## config.mk

```make
export PLATFORM = sky130hd
export DESIGN_NAME = rights_xstate_unit
export DESIGN_NICKNAME = d
export VERILOG_FILES = /design/src/rtl/rights_xstate_unit.sv
export SDC_FILE = /design/constraint.sdc
export NUM_CORES = 1
export LEC_CHECK = 0
export ABC_AREA = 1
export BUFFER_PORTS_ARGS = -buffer_cell sky130_fd_sc_hd__buf_2
export CORE_MARGIN = 10
export CORE_UTILIZATION = 40
export CTS_CLUSTER_SIZE = 28
export DETAILED_ROUTE_END_ITERATION = 8
export GPL_TIMING_DRIVEN = 0
export PLACE_DENSITY = 0.77
export RECOVER_POWER = 25
export SYNTH_ARGS = -nofsm -noshare
export SYNTH_HDL_FRONTEND = slang
export SYNTH_SLANG_ARGS = --single-unit
```

## constraint.sdc

```tcl
create_clock -name clk -period 1.59 [get_ports clk]
set_input_delay 0.318 -clock clk [delete_from_list [all_inputs] [get_ports clk]]
set_output_delay 0.318 -clock clk [all_outputs]
set_load 0.01 [all_outputs]
```

## src/rtl/rights_xstate_unit.sv

```systemverilog
module rights_xstate_unit #(
  parameter int              AW   = 16,
  parameter logic [AW-1:0]   BASE = '0
) (
  input  logic          clk,
  input  logic          rst_n,
  input  logic          feat_en,
  input  logic          zero_clears_inuse,
  input  logic          wr_en,
  input  logic [31:0]   wr_data,
  input  logic          save_req,
  input  logic          restore_req,
  input  logic          force_inuse,
  output logic [31:0]   rights,
  output logic          inuse,
  output logic          busy,
  output logic          done,
  output logic          mem_valid,
  input  logic          mem_ready,
  output logic          mem_we,
  output logic [AW-1:0] mem_addr,
  output logic [31:0]   mem_wdata,
  input  logic [31:0]   mem_rdata
);
  localparam int          COMP_BIT = 9;
  localparam logic [AW-1:0] HDR_ADDR = BASE + AW'(512);
  localparam logic [AW-1:0] VAL_ADDR = BASE + AW'(2688);

  typedef enum logic [2:0] {IDLE, SV_VAL, SV_HDR, RS_HDR, RS_VAL} st_t;
  st_t  st;
  logic force_q;
  logic beat;

  assign busy      = (st != IDLE);
  assign mem_valid = busy;
  assign beat      = mem_valid && mem_ready;
  assign mem_we    = (st == SV_VAL) || (st == SV_HDR);
  assign mem_addr  = (st == SV_HDR || st == RS_HDR) ? HDR_ADDR : VAL_ADDR;
  assign mem_wdata = (st == SV_VAL) ? rights
                   : (st == SV_HDR) ? (32'(inuse | force_q) << COMP_BIT) : 32'd0;

  always_ff @(posedge clk) begin
    if (!rst_n) begin
      st      <= IDLE;
      rights  <= 32'd0;
      inuse   <= 1'b0;
      done    <= 1'b0;
      force_q <= 1'b0;
    end else begin
      done <= 1'b0;
      unique case (st)
        IDLE: begin
          if (save_req || restore_req) begin
            if (!feat_en) begin
              done <= 1'b1;
            end else if (save_req) begin
              st      <= SV_VAL;
              force_q <= force_inuse;
            end else begin
              st <= RS_HDR;
            end
          end else if (wr_en) begin
            rights <= wr_data;
            if (wr_data != 32'd0)       inuse <= 1'b1;
            else if (zero_clears_inuse) inuse <= 1'b0;
          end
        end
        SV_VAL: if (beat) st <= SV_HDR;
        SV_HDR: if (beat) begin
          st   <= IDLE;
          done <= 1'b1;
        end
        RS_HDR: if (beat) begin
          if (mem_rdata[COMP_BIT]) begin
            st <= RS_VAL;
          end else begin
            st     <= IDLE;
            rights <= 32'd0;
            inuse  <= 1'b0;
            done   <= 1'b1;
          end
        end
        RS_VAL: if (beat) begin
          st     <= IDLE;
          rights <= mem_rdata;
          inuse  <= (mem_rdata != 32'd0) || !zero_clears_inuse;
          done   <= 1'b1;
        end
        default: st <= IDLE;
      endcase
    end
  end

  assert_nonzero_sets_R2: assert property (@(posedge clk) disable iff (!rst_n)
    (!busy && wr_en && !save_req && !restore_req && wr_data != 32'd0)
      |=> (inuse && rights == $past(wr_data)));

  assert_zero_keeps_R3: assert property (@(posedge clk) disable iff (!rst_n)
    (!busy && wr_en && !save_req && !restore_req && wr_data == 32'd0 && !zero_clears_inuse)
      |=> (rights == 32'd0 && inuse == $past(inuse)));

  assert_zero_clears_R4: assert property (@(posedge clk) disable iff (!rst_n)
    (!busy && wr_en && !save_req && !restore_req && wr_data == 32'd0 && zero_clears_inuse)
      |=> (rights == 32'd0 && !inuse));

  assert_hdr_bit_R5: assert property (@(posedge clk) disable iff (!rst_n)
    (mem_valid && mem_we && mem_addr == HDR_ADDR && inuse) |-> mem_wdata[COMP_BIT]);

  assert_clear_on_hdr0_R6: assert property (@(posedge clk) disable iff (!rst_n)
    (beat && !mem_we && mem_addr == HDR_ADDR && !mem_rdata[COMP_BIT])
      |=> (rights == 32'd0 && !inuse && done));

  assert_load_value_R7: assert property (@(posedge clk) disable iff (!rst_n)
    (beat && !mem_we && mem_addr == VAL_ADDR) |=> (rights == $past(mem_rdata)));

  assert_disabled_quiet_R8: assert property (@(posedge clk) disable iff (!rst_n)
    (!busy && !feat_en && (save_req || restore_req))
      |=> (!mem_valid && done && $stable(rights) && $stable(inuse)));

  assert_req_stable_R9: assert property (@(posedge clk) disable iff (!rst_n)
    (mem_valid && !mem_ready)
      |=> (mem_valid && $stable(mem_we) && $stable(mem_addr) && $stable(mem_wdata)));
endmodule

```

======== Word-level counts from Yosys, hierarchy flattened ========
Index checks and enable logic that the tools add are counted.
W data, S select, Z words.
operators by class
  eq/ne operators ......................... 14
  muxes and demuxes ....................... 31
  bitwise logic cells ..................... 1
  reductions and logical operators ........ 16
operators with widths
  kind                  count
  $mux W32              6
  $pmux W32 S3          1
  $reduce_bool A32 Y1   2
  $mux W3               6
  $ne A2 B2 Y1 const B  8
  $mux W1               12
  $mux W12              1
  $pmux W3 S4           1
  $mux W10              1
  $reduce_and A7 Y1     1
  $eq A3 B2 Y1 const B  2
  $pmux W1 S3           2
  $reduce_and A6 Y1     1
  $reduce_bool A3 Y1    2
  $reduce_and A5 Y1     1
  $logic_or A1 B1 Y1    4
  $reduce_and A4 Y1     1
  $eq A3 B1 Y1 const B  1
  $eq A3 B3 Y1 const B  1
  $logic_not A3 Y1      1
  $ne A3 B3 Y1 const B  1
  $mux W2               1
  $ne A2 B1 Y1 const B  1
  $reduce_or A2 Y1      1
  3 further kinds       3
storage, ports and cells
  bits in registers ....................... 38

======== Longest topological paths before layout ========
Gate-level depths: netlist of run 1.
  depth after elaboration ................. 5
  gate-level depth with buffers ........... 10
  mapped depth without buffers ............ 10

======== Worst setup path after synthesis of run 1 ========
No wires, ideal clock.
  path type ............................... flip-flop to flip-flop
  start ................................... register st[1]
  end ..................................... register rights[0]
  setup time .............................. 0.116 ns
  arrival time ............................ 1.373 ns
  path slack .............................. 0.101 ns
  stages on the path, launching flop included .. 11
  path buffers ............................ 2
  cell sequence ........................... dfxtp_1 > buf_4 > inv_1 > nand2_1 > o21ai_1 > nand2_1 > nor3_4 > inv_4 > buf_6 > nor2_2 > nor2_1
on the way
  longest elaborated chain between the ends .. 4
  elaborated cells on any way between the ends .. 13
ends and longest elaborated chain
  item                                line  text
  start, declared                     30    st_t st;
  start signal, assigned              44    st <= IDLE;
  start signal, assigned              57    st <= SV_VAL;
  start signal, assigned              60    st <= RS_HDR;
  $reduce_bool A3 Y1                  34    assign busy = (st != IDLE);
  $logic_and A1 B1 Y1                 36    assign beat = mem_valid && mem_ready;
  $ne A2 B2 Y1 (no source line)       n/a
  $reduce_and A6 Y1 (no source line)  n/a
  end signal, assigned                63    rights <= wr_data;
  end signal, assigned                85    rights <= mem_rdata;
  end, declared                       14    output logic [31:0] rights,
Several ways; a longest one is shown, not always the timed one.
A chain may end at the register's enable or synchronous reset.

======== Final worst setup path of run 1 ========
  start ................................... register st[2]
  end ..................................... output port mem_wdata[31]
on the way
  longest elaborated chain between the ends .. 2
ends and longest elaborated chain
  item           line  text
  $eq A3 B1 Y1   39    assign mem_wdata = (st == SV_VAL) ? rights
  $mux W32       39
  end, declared  22    output logic [31:0] mem_wdata,
Every way passes these cells.

==> results of run 1 <==
-- synth_stat cells --
master and count:
o22a_1 1, nand2_1 111, o22ai_1 1, buf_1 3
inv_4 1, buf_2 5, buf_4 17, nand3_2 1
clkbuf_1 3, buf_6 6, dfxtp_1 38, o21ai_1 24
o21ai_0 27, nand4_1 5, inv_1 57, nor2_1 111
and2_1 1, inv_2 3, a21oi_1 3, a21o_1 1
conb_1 2, nor3_4 1, nor2_2 31, nand3_1 6
nand2_2 1, clkbuf_2 1
-- sequential cells by signal, indices dropped and copies added, names as in the netlist --
signal   cells
rights      32
st           3
done         1
force_q      1
inuse        1
-- per-stage QoR --
| step | power (mW) | hold slack, ns | setup TNS, ns |
|---|---|---|---|
| final | 7.21 | 0.301 | -6.67 |
| after CTS | 6.95 | 0.305 | -4.91 |
| after global placement | 4.84 | 0.431 | -9.21 |
| after global routing | 7.70 | 0.320 | -10.91 |
| after floorplan | 3.78 | 0.423 | 0 |
| after detailed placement | 4.92 | 0.443 | -10.84 |
-- per-layer routing --
| layer | global-route usage [%] | vias to the layer above |
|---|---|---|
| met1 | 23.3 | 1514 |
| met4 | 8.03 | 0 |
| met5 | 0 | - |
| met2 | 34.0 | 173 |
| met3 | 6.19 | 27 |
| li1 | - | 1741 |
-- area by class of cell --
class                   count  area [um^2]
flip-flops and latches     38          769
plain buffers              33          319
repair buffers            172         1090
fillers                   579         2230
well taps                  77         96.3
clock buffers               7         76.3
inverters                  61          244
multi-input cells         339         1600
-- worst reg2reg max path, delay by kind of cell (launching register included) --
family,cells,cell delay [ns]
buf+inv,5,0.79
flops,1,0.36
compound gates,1,0.05
simple gates,4,0.48
-- cells by family (layout without fill, tap and decap cells) --
logic type | count (synthesis) | count (layout) | synth area share, %
AOI/OAI and AO/OA | 57 | 57 | 11.0
buffers and inverters | 96 | 273 | 18.0
DFF | 38 | 38 | 28.5
and+or+nand+nor | 268 | 268 | 42.3
other | 2 | 14 | 0.282
-- cell usage in the layout (no fill, tap or decap), types with 3 or more instances in the layout --
| master | netlist | layout |
|---|---|---|
| buf_2 | 5 | 133 |
| dfxtp_1 | 38 | 35 |
| o21ai_0 | 27 | 15 |
| nor2_2 | 31 | 33 |
| inv_2 | 3 | 3 |
| nand2_1 | 111 | 103 |
| o21ai_1 | 24 | 24 |
| nand4_1 | 5 | 5 |
| a21oi_1 | 3 | 3 |
| conb_1 | 2 | 14 |
| clkbuf_1 | 3 | 13 |
| buf_4 | 17 | 34 |
| nor2_1 | 111 | 107 |
| nand3_2 | 1 | 3 |
| clkbuf_8 | 0 | 5 |
| inv_1 | 57 | 54 |
| buf_12 | 0 | 6 |
| nand3_1 | 6 | 3 |
| nand2_2 | 1 | 6 |
| bufbuf_16 | 0 | 3 |
| buf_8 | 0 | 5 |
| buf_6 | 6 | 10 |
| o21ai_2 | 0 | 12 |
-- worst min-delay path by stage --
stage                    to  cells after the start        start
floorplan           force_q                      2      force_q
CTS                 force_q                      3  force_inuse
global placement    force_q                      2      force_q
finish              force_q                      3  force_inuse
global route        force_q                      3  force_inuse
detailed placement  force_q                      2      force_q
-- power by group through the flow --
stage                     Sequential (mW)  Combinational [mW]  Clock, mW
after floorplan                      1.80                1.98          0
after global placement               1.66                3.18          0
after detailed placement             1.67                3.26          0
after CTS                            1.70                4.60      0.647
after global routing                 1.76                5.26      0.689
final                                1.71                4.87      0.642
-- repair_timing --
| action | 4_1_cts | 5_1_grt |
|---|---|---|
| setup buffers | 24 | 1 |
| cloned | 5 | 0 |
| pin swaps | 18 | 11 |
| setup endpoints to repair | 66 | 73 |
| resized for setup | 73 | 25 |
==> impl_metrics.ini, run 1 <==
[finish]
fin_nets = 723
stdcell_count = 727
drive_gt1_share_pct = 41.5
area_growth_pct = 57.3
final_util_pct = 65.3
stdcell_area_um2 = 4200
n_antenna_cell = 0

[floorplanning]
coreArea_um2 = 6420
dieArea_um2 = 10300
start_util_pct = 41.5
std_cell_rows = 29
die_h_um = 102
fp.dieW_um = 102
io_pins = 158

[worst_setup_path]
path_cells = inv_2 -> nand2_2 -> nor2_4 -> inv_6 -> buf_12 -> buf_12 -> nor2_1 -> buf_2
r2r_start = st[1]
slowest_delay_ns = 0.34
path_common_cell = buf_12
r2r-end = rights[14]
worstSetupEndpoint = mem_wdata[31]
reg2regPathDepth = 10
critical_path.endpoint_type = primary output
cp_slowest_cell = dfxtp_2
crit_buf_inv = 5
crit_fanout = 5
startpoint_type = flop
r2r_setup_slack_ns = -0.16
worstPathArrival_ns = 1.47
required_ns = 1.27
startpoint = st[2]
crit_family = buffers and inverters
critical_path_class = reg -> out
cp.depth = 8

[timing]
setup_ws_ns = -0.199
hold_viol_final = 0
grt_setup_unrepaired = yes
final.min_clock_period_ns = 1.79
max_freq_ghz = 0.559
clock_skew_ns = 0.00775
setup_violations = 69
period_share_pct = 113
slew_violations = 0

[grt]
antenna_found_initial = 0
grt_pass1_vias = 3549
grt_max_degree = 11
grt_pass1_wl_um = 16800
groute.usage.overall_pct = 20.2
grt_remaining_overflow = 0

[detailed_routing]
top_layer_used = met4
drt_pre_antenna_iters = 5
met1_length_um = 4380
avgViaCountPerCell = 4.75
finalWirelength_um = 11100
wl_met2_um = 5290
drtIter0Drc = 185
dr_wl_met3_um = 1110
drc = 0
num_vias = 3455
ant_nets = 0
routed_wire_length_per_instance_um = 15.3

[place]
finalWeightedCongestion = 0.921
portBuffers = 142
dp_hpwl_um = 8080
dpl_cell_area_um2 = 3520
dp_cells = 692
dp_slack_ns = -0.396

[power_and_ir_drop]
ir_drop_mv = 0.881
switching_share_pct = 43.8
p_int_mw = 4.05
p_comb_share_pct = 67.4
cellLeakagePower_nw = 2.29
clock_power_share_pct = 8.9
p_seq_share_pct = 23.7
p_switching_mw = 3.16
power_density_nw_per_um2 = 1720

[synth]
synth_cell_types = 26
ys_ff_latch = 38
netlist_area_um2 = 2670
ys_warn_count = 0
synth_area_leader_cell = dfxtp_1
synth_top_area_share_pct = 28.5
synthTopCellsByArea = dfxtp_1 (29%), nand2_1 (16%), nor2_1 (16%)
synth_cells = 461
ys_seq_area_share_pct = 28.5
avgSynthCellArea_um2 = 5.79

[clock_network]
cts_tree = done
clkTransAtPathRegs_ns = 0.08
clockBufferDepth = 2
cts-root-buf = clkbuf_8
clkLatencyLatePin_ns = 0.30
cts_buffers = 5
htree_levels = 2
cts_sinks = 38
postCtsHoldBufs = 0

[run_status]
status = finished, violations left
violations = negative setup slack

[flow_run]
maxCapViolCount = 0

[hold_path]
worstHoldPathType = in -> reg
Power figures use the tool's default switching activity.
==> inputs of run 2 (changes only) <==
--- a/config.mk
+++ b/config.mk
@@ -5,14 +5,13 @@
 export SDC_FILE = /design/constraint.sdc
 export NUM_CORES = 1
 export LEC_CHECK = 0
-export ABC_AREA = 1
 export BUFFER_PORTS_ARGS = -buffer_cell sky130_fd_sc_hd__buf_2
 export CORE_MARGIN = 10
-export CORE_UTILIZATION = 40
+export CORE_UTILIZATION = 39
 export CTS_CLUSTER_SIZE = 28
 export DETAILED_ROUTE_END_ITERATION = 8
 export GPL_TIMING_DRIVEN = 0
-export PLACE_DENSITY = 0.77
+export PLACE_DENSITY = 0.76
 export RECOVER_POWER = 25
 export SYNTH_ARGS = -nofsm -noshare
 export SYNTH_HDL_FRONTEND = slang
==> run 2 against run 1 <==
The run still ends with negative setup slack left. Clock skew shrank 0.0037 ns. Register-to-register slack lost 0.10 ns. Synthesized cell count shrank 41%. Final cell count shrank 24%. Worst setup slack lost 0.064 ns. Clock power grew 2%. Maximum frequency shrank 3.5%. Global-route usage grew 1.2 points. Hold slack gained 0.0049 ns. Critical path type is now reg -> reg. Critical endpoint is now rights[4].
==> impl_metrics.ini, run 2 <==
[run_status]
status = finished, violations left
violations = negative setup slack

[timing]
clock_skew_ns = 0.00410
slew_headroom_pct = 49.5
slew_violations = 0
holdWs_ns = 0.306
max_freq_ghz = 0.540
hold_viol_final = 0
period_share_pct = 117
setup_ws_ns = -0.263
setup_violations = 73
tightest_slew_ns = 0.757
final.min_clock_period_ns = 1.85
grt_setup_unrepaired = yes

[finish]
layout_commonest_cell = buf_2
largest_reg_flops = 32
top_regs = rights: 32 flops, st: 3 flops
final_util_pct = 75.3
layout_common_cells = buf_2 (100), buf_6 (50), nor2_1 (40)
fin_nets = 545
top_register = rights
area_growth_pct = 85.8
n_antenna_cell = 0
drive_gt1_share_pct = 68.0
fillers = 386

[grt]
grt_remaining_overflow = 0
grt_pass1_vias = 3231
grt_max_degree = 11
groute.usage.overall_pct = 21.4
antenna_found_initial = 1
grt_pass1_wl_um = 17300

[detailed_routing]
routed_wire_length_per_instance_um = 23.0
drtIter0Drc = 198
drt_pre_antenna_iters = 4
avgViaCountPerCell = 5.65
num_vias = 3104
finalWirelength_um = 12600
ant_nets = 0
drc = 0

[worst_setup_path]
r2r_start = st[2]
r2r_setup_slack_ns = -0.26
critical_path_class = reg -> reg
worstSetupEndpoint = rights[4]
critical_path.endpoint_type = flop
slowest_delay_ns = 0.34
reg2regPathDepth = 10
worstPathArrival_ns = 2.00
r2r-end = rights[4]
path_common_cell = buf_6
required_ns = 1.74
startpoint = st[2]
crit_fanout = 10
path_cells = buf_6 -> buf_6 -> buf_6 -> and2b_2 -> buf_6 -> a21oi_4 -> buf_12 -> buf_12 -> a221oi_4 -> nor3_2
startpoint_type = flop
cp_slowest_cell = dfxtp_2

[synth]
synth_edf_count = 0
synth_async_sr_flop_share_pct = 0
netlist_area_um2 = 2590
avgSynthCellArea_um2 = 9.45
ys_warn_count = 0
yosys_most_used_dff = dfxtp_1
yosysMostFrequentCell = nor2_1
synth_cells = 274
synth_cell_types = 46
synth_common_cells = nor2_1 (41), dfxtp_1 (38), a221oi_2 (31), and2_1 (31), nor3_2 (30)
ys_ff_latch = 38
ys_seq_area_share_pct = 29.4
synth_top_area_share_pct = 29.4
synth_area_leader_cell = dfxtp_1
synthTopCellsByArea = dfxtp_1 (29%), a221oi_2 (18%), nor3_2 (12%)

[hold_path]
worstHoldPathType = in -> reg

[clock_network]
clkLatencyLatePin_ns = 0.29
htree_levels = 2
cts-root-buf = clkbuf_8
cts_tree = done
clkTransAtPathRegs_ns = 0.08
cts_buffers = 5
clockBufferDepth = 2
cts_sinks = 38
postCtsHoldBufs = 0

[power_and_ir_drop]
p_total_mw = 2.76
cellLeakagePower_nw = 1.99
ir_drop_mv = 0.655
power_density_nw_per_um2 = 573

[floorplanning]
coreArea_um2 = 6390
fp.dieW_um = 101
dieArea_um2 = 10300
start_util_pct = 40.5
io_pins = 158
std_cell_rows = 29
die_h_um = 101

[place]
portBuffers = 143
dp_hpwl_um = 8020
finalWeightedCongestion = 0.856
dp_slack_ns = -0.490

[flow_run]
maxCapViolCount = 0
## run 2: cell types whose count changed after synthesis, moves of 31 or more
cell / change
a221oi_2: +31
nand2_1: -110
nor2_1: -70
inv_1: -55
## run 2: cell families (layout without fill, tap and decap cells)
logic type,count (synthesis),after routing,share of synthesized area (%)
compound gates,48,48,23.8
simple gates,142,142,35.4
mux,2,2,0.773
other cells,2,14,0.290
flops,38,38,29.4
xor+xnor,1,1,0.338
buf+inv,41,227,10.0
## run 2: timing repair
item	CTS	global route
endpoints found under the setup margin	69	74
pin swaps	30	13
gates cloned	6	1
resized for setup	96	84
buffers inserted	24	7
## run 2: layer usage
layer | vias up | routed length [um] | track usage, %
met2 | 176 | 6420 | 36.7
li1 | 1391 | - | -
met3 | 37 | 1280 | 7.56
met4 | 2 | 387 | 7.72
met5 | - | 13 | 0
met1 | 1498 | 4550 | 23.8
## run 2: how the worst min path moves through the flow
stage,slack [ns],depth (start not counted),start,end
after floorplan,0.44,1,mem_ready,st[1]
after global placement,0.47,2,force_q,force_q
after detailed placement,0.50,2,force_q,force_q
after CTS,0.28,3,force_inuse,force_q
after global routing,0.31,3,force_inuse,force_q
final,0.31,3,force_inuse,force_q
## run 2: critical path, delay by kind of cell, from the launching register on
kind | cells | cell delay, ns
AO/OA/AOI/OAI | 2 | 0.31
buffers and inverters | 6 | 0.73
flip-flops | 1 | 0.34
AND/OR/NAND/NOR | 2 | 0.32
## run 2: report_power, final
group	internal [mW]	switching [mW]
Sequential	1.01	0.0540
Clock	0.303	0.351
Combinational	0.500	0.537
## run 2: cell type report
cell class	instances	area, um^2	area share, %
Clock buffer	7	76.3	1.59
Tap cell	77	96.3	2.00
Multi-Input combinational cell	207	2090	43.4
Timing Repair Buffer	180	1390	28.8
Buffer	36	379	7.88
Inverter	4	15.0	0.312
Sequential cell	38	769	16.0
## run 2: metrics by stage
| stage | area (um^2) | instances | setup TNS [ns] |
|---|---|---|---|
| 4_1_cts | 4340 | 542 | -12.02 |
| 2_1_floorplan | 2630 | 286 | 0 |
| 6_report | 4810 | 549 | -15.68 |
| 3_3_place_gp | 3450 | 506 | -17.32 |
| 3_5_place_dp | 3450 | 506 | -18.33 |
| 5_1_grt | 4810 | 549 | -17.87 |
==> inputs of run 3 (changes only) <==
--- a/config.mk
+++ b/config.mk
@@ -7,11 +7,11 @@
 export LEC_CHECK = 0
 export BUFFER_PORTS_ARGS = -buffer_cell sky130_fd_sc_hd__buf_2
 export CORE_MARGIN = 10
-export CORE_UTILIZATION = 39
+export CORE_UTILIZATION = 44
 export CTS_CLUSTER_SIZE = 28
 export DETAILED_ROUTE_END_ITERATION = 8
 export GPL_TIMING_DRIVEN = 0
-export PLACE_DENSITY = 0.76
+export PLACE_DENSITY = 0.81
 export RECOVER_POWER = 25
 export SYNTH_ARGS = -nofsm -noshare
 export SYNTH_HDL_FRONTEND = slang
==> constraint.sdc (replaced) <==
create_clock -name clk -period 1.9 [get_ports clk]
set_input_delay 0.38 -clock clk [delete_from_list [all_inputs] [get_ports clk]]
set_output_delay 0.38 -clock clk [all_outputs]
set_load 0.01 [all_outputs]
==> run 3 against run 2 <==
The run still ends with negative setup slack left. First-iteration DRC count is 33% lower. Wire length shrank 18%. Sequential share of layout area is 3.7 points higher. Largest cell class unchanged. Critical path depth fell by 3. Critical path type is now reg -> out. Clock skew increased by 0.0043 ns. Via count is 9.5% lower. Power fell by 23%. Sequential power fell by 17%. Non-clock buffer count decreased by 28.
==> impl_metrics.ini, run 3 (synthesis gave the netlist of run 2 again) <==
[timing]
setup_violations = 1
holdWs_ns = 0.321
max_freq_ghz = 0.521
grt_setup_unrepaired = yes
clock_skew_ns = 0.00844
slew_violations = 0
setup_ws_ns = -0.0203
slew_headroom_pct = 53.2
hold_viol_final = 0
period_share_pct = 101
final.min_clock_period_ns = 1.92
tightest_slew_ns = 0.702

[clock_network]
clkTransAtPathRegs_ns = 0.08
cts-root-buf = clkbuf_8
cts_tree = done
clockBufferDepth = 2
cts_buffers = 5
postCtsHoldBufs = 0
clkLatencyLatePin_ns = 0.30
htree_levels = 2
cts_sinks = 38

[detailed_routing]
avgViaCountPerCell = 5.45
drtIter0Drc = 132
finalWirelength_um = 10400
num_vias = 2809
routed_wire_length_per_instance_um = 20.2
ant_nets = 0
drt_pre_antenna_iters = 5
drc = 0

[finish]
stdcell_count = 515
top_regs = rights: 32 flops, st: 3 flops
drive_gt1_share_pct = 61.4
fin_nets = 517
stdcell_area_um2 = 3880
layout_commonest_cell = buf_2
layout_common_cells = buf_2 (108), nor2_1 (40), dfxtp_1 (35)
n_antenna_cell = 0
top_register = rights
area_growth_pct = 49.9
largest_reg_flops = 32
fillers = 477

[place]
dp_cells = 501
dp_hpwl_um = 7840
dpl_cell_area_um2 = 3440
portBuffers = 143
finalWeightedCongestion = 0.876

[hold_path]
hp-start = force_inuse
hold_end = force_q
hold_path_depth = 3
worstHoldPathType = in -> reg

[worst_setup_path]
r2r-end = rights[4]
startpoint_type = flop
worstPathArrival_ns = 1.54
required_ns = 1.52
reg2regPathDepth = 8
critical_path_class = reg -> out
r2r_setup_slack_ns = 0.08
r2r_start = st[0]
crit_fanout = 7
critical_path.endpoint_type = primary output

[power_and_ir_drop]
p_seq_share_pct = 42.2
ir_drop_mv = 0.301
switching_share_pct = 32.8
cellLeakagePower_nw = 1.68
p_switching_mw = 0.694
power_density_nw_per_um2 = 545
p_int_mw = 1.42
clock_power_share_pct = 27.3
p_comb_share_pct = 30.5

[floorplanning]
io_pins = 158
fp.dieW_um = 96.7
dieArea_um2 = 9350
std_cell_rows = 27
die_h_um = 96.7
coreArea_um2 = 5610
start_util_pct = 46.2

[grt]
antenna_found_initial = 0
grt_pass1_wl_um = 15600
grt_pass1_vias = 2954
groute.usage.overall_pct = 20.0
grt_max_degree = 11
grt_remaining_overflow = 0

[flow_run]
maxCapViolCount = 0

[run_status]
violations = negative setup slack
status = finished, violations left
==> run 3: changes by cell type in the layout (fill, tap and decap cells not counted), sizes merged <==
| cell | change |
|---|---|
| buf | -36 |
| clkbuf | +7 |
==> run 3: final cells by class <==
cell class | count | area (um^2) | area share (%)
Tap cell | 72 | 90.1 | 2.32
Timing Repair Buffer | 151 | 943 | 24.3
Buffer | 37 | 289 | 7.45
Inverter | 4 | 15.0 | 0.387
Multi-Input combinational cell | 207 | 1700 | 43.7
Clock buffer | 6 | 82.6 | 2.13
Sequential cell | 38 | 764 | 19.7
==> run 3: how the worst max path moves through the flow <==
| stage | start | to | slack [ns] | cells after the start |
|---|---|---|---|---|
| after floorplan | st[0] | mem_wdata[0] | 0.32 | 5 |
| after global placement | st[0] | mem_wdata[16] | -0.19 | 6 |
| after detailed placement | st[0] | mem_wdata[14] | -0.20 | 6 |
| after CTS | st[2] | mem_wdata[20] | -0.07 | 6 |
| after global routing | st[2] | mem_wdata[18] | -0.03 | 7 |
| final | st[2] | mem_wdata[13] | -0.02 | 7 |
==> run 3: metrics by stage <==
stage	util, %	TNS (ns)	total power [mW]	setup WS [ns]
floorplan	-	0	1.21	0.317
global placement	61.3	-4.94	1.45	-0.189
detailed placement	61.3	-5.23	1.46	-0.198
CTS	66.8	-1.75	2.07	-0.0680
global route	69.2	-0.388	2.20	-0.0338
finish	69.2	-0.0203	2.12	-0.0203
==> run 3: critical path, stage by stage (launching register included) <==
cell      delay (ns)
dfxtp_2         0.33
buf_6           0.12
nand2b_4        0.15
nor2_4          0.10
buf_12          0.15
buf_8           0.12
and2_1          0.13
buf_2           0.13
==> run 3: what timing repair did <==
action,4_1_cts,5_1_grt
cloned,3,0
pin swaps,29,1
endpoints found under the setup margin,32,32
gates resized for setup,42,38
buffers inserted,4,1
==> run 3: metal layers <==
| layer | global-route usage [%] | part of all wire (%) | routed length, um |
|---|---|---|---|
| met3 | 6.96 | 7.2 | 746 |
| met5 | 0 | 0 | 0 |
| met4 | 6.54 | 2.5 | 257 |
| met2 | 33.9 | 50 | 5230 |
| met1 | 22.8 | 40 | 4160 |
==> run 3: power groups by stage <==
| stage | registers (mW) | clock network (mW) | logic [mW] |
|---|---|---|---|
| floorplan | 0.919 | 0 | 0.295 |
| global placement | 0.901 | 0 | 0.550 |
| detailed placement | 0.904 | 0 | 0.561 |
| CTS | 0.888 | 0.568 | 0.612 |
| global route | 0.900 | 0.611 | 0.693 |
| finish | 0.893 | 0.578 | 0.644 |
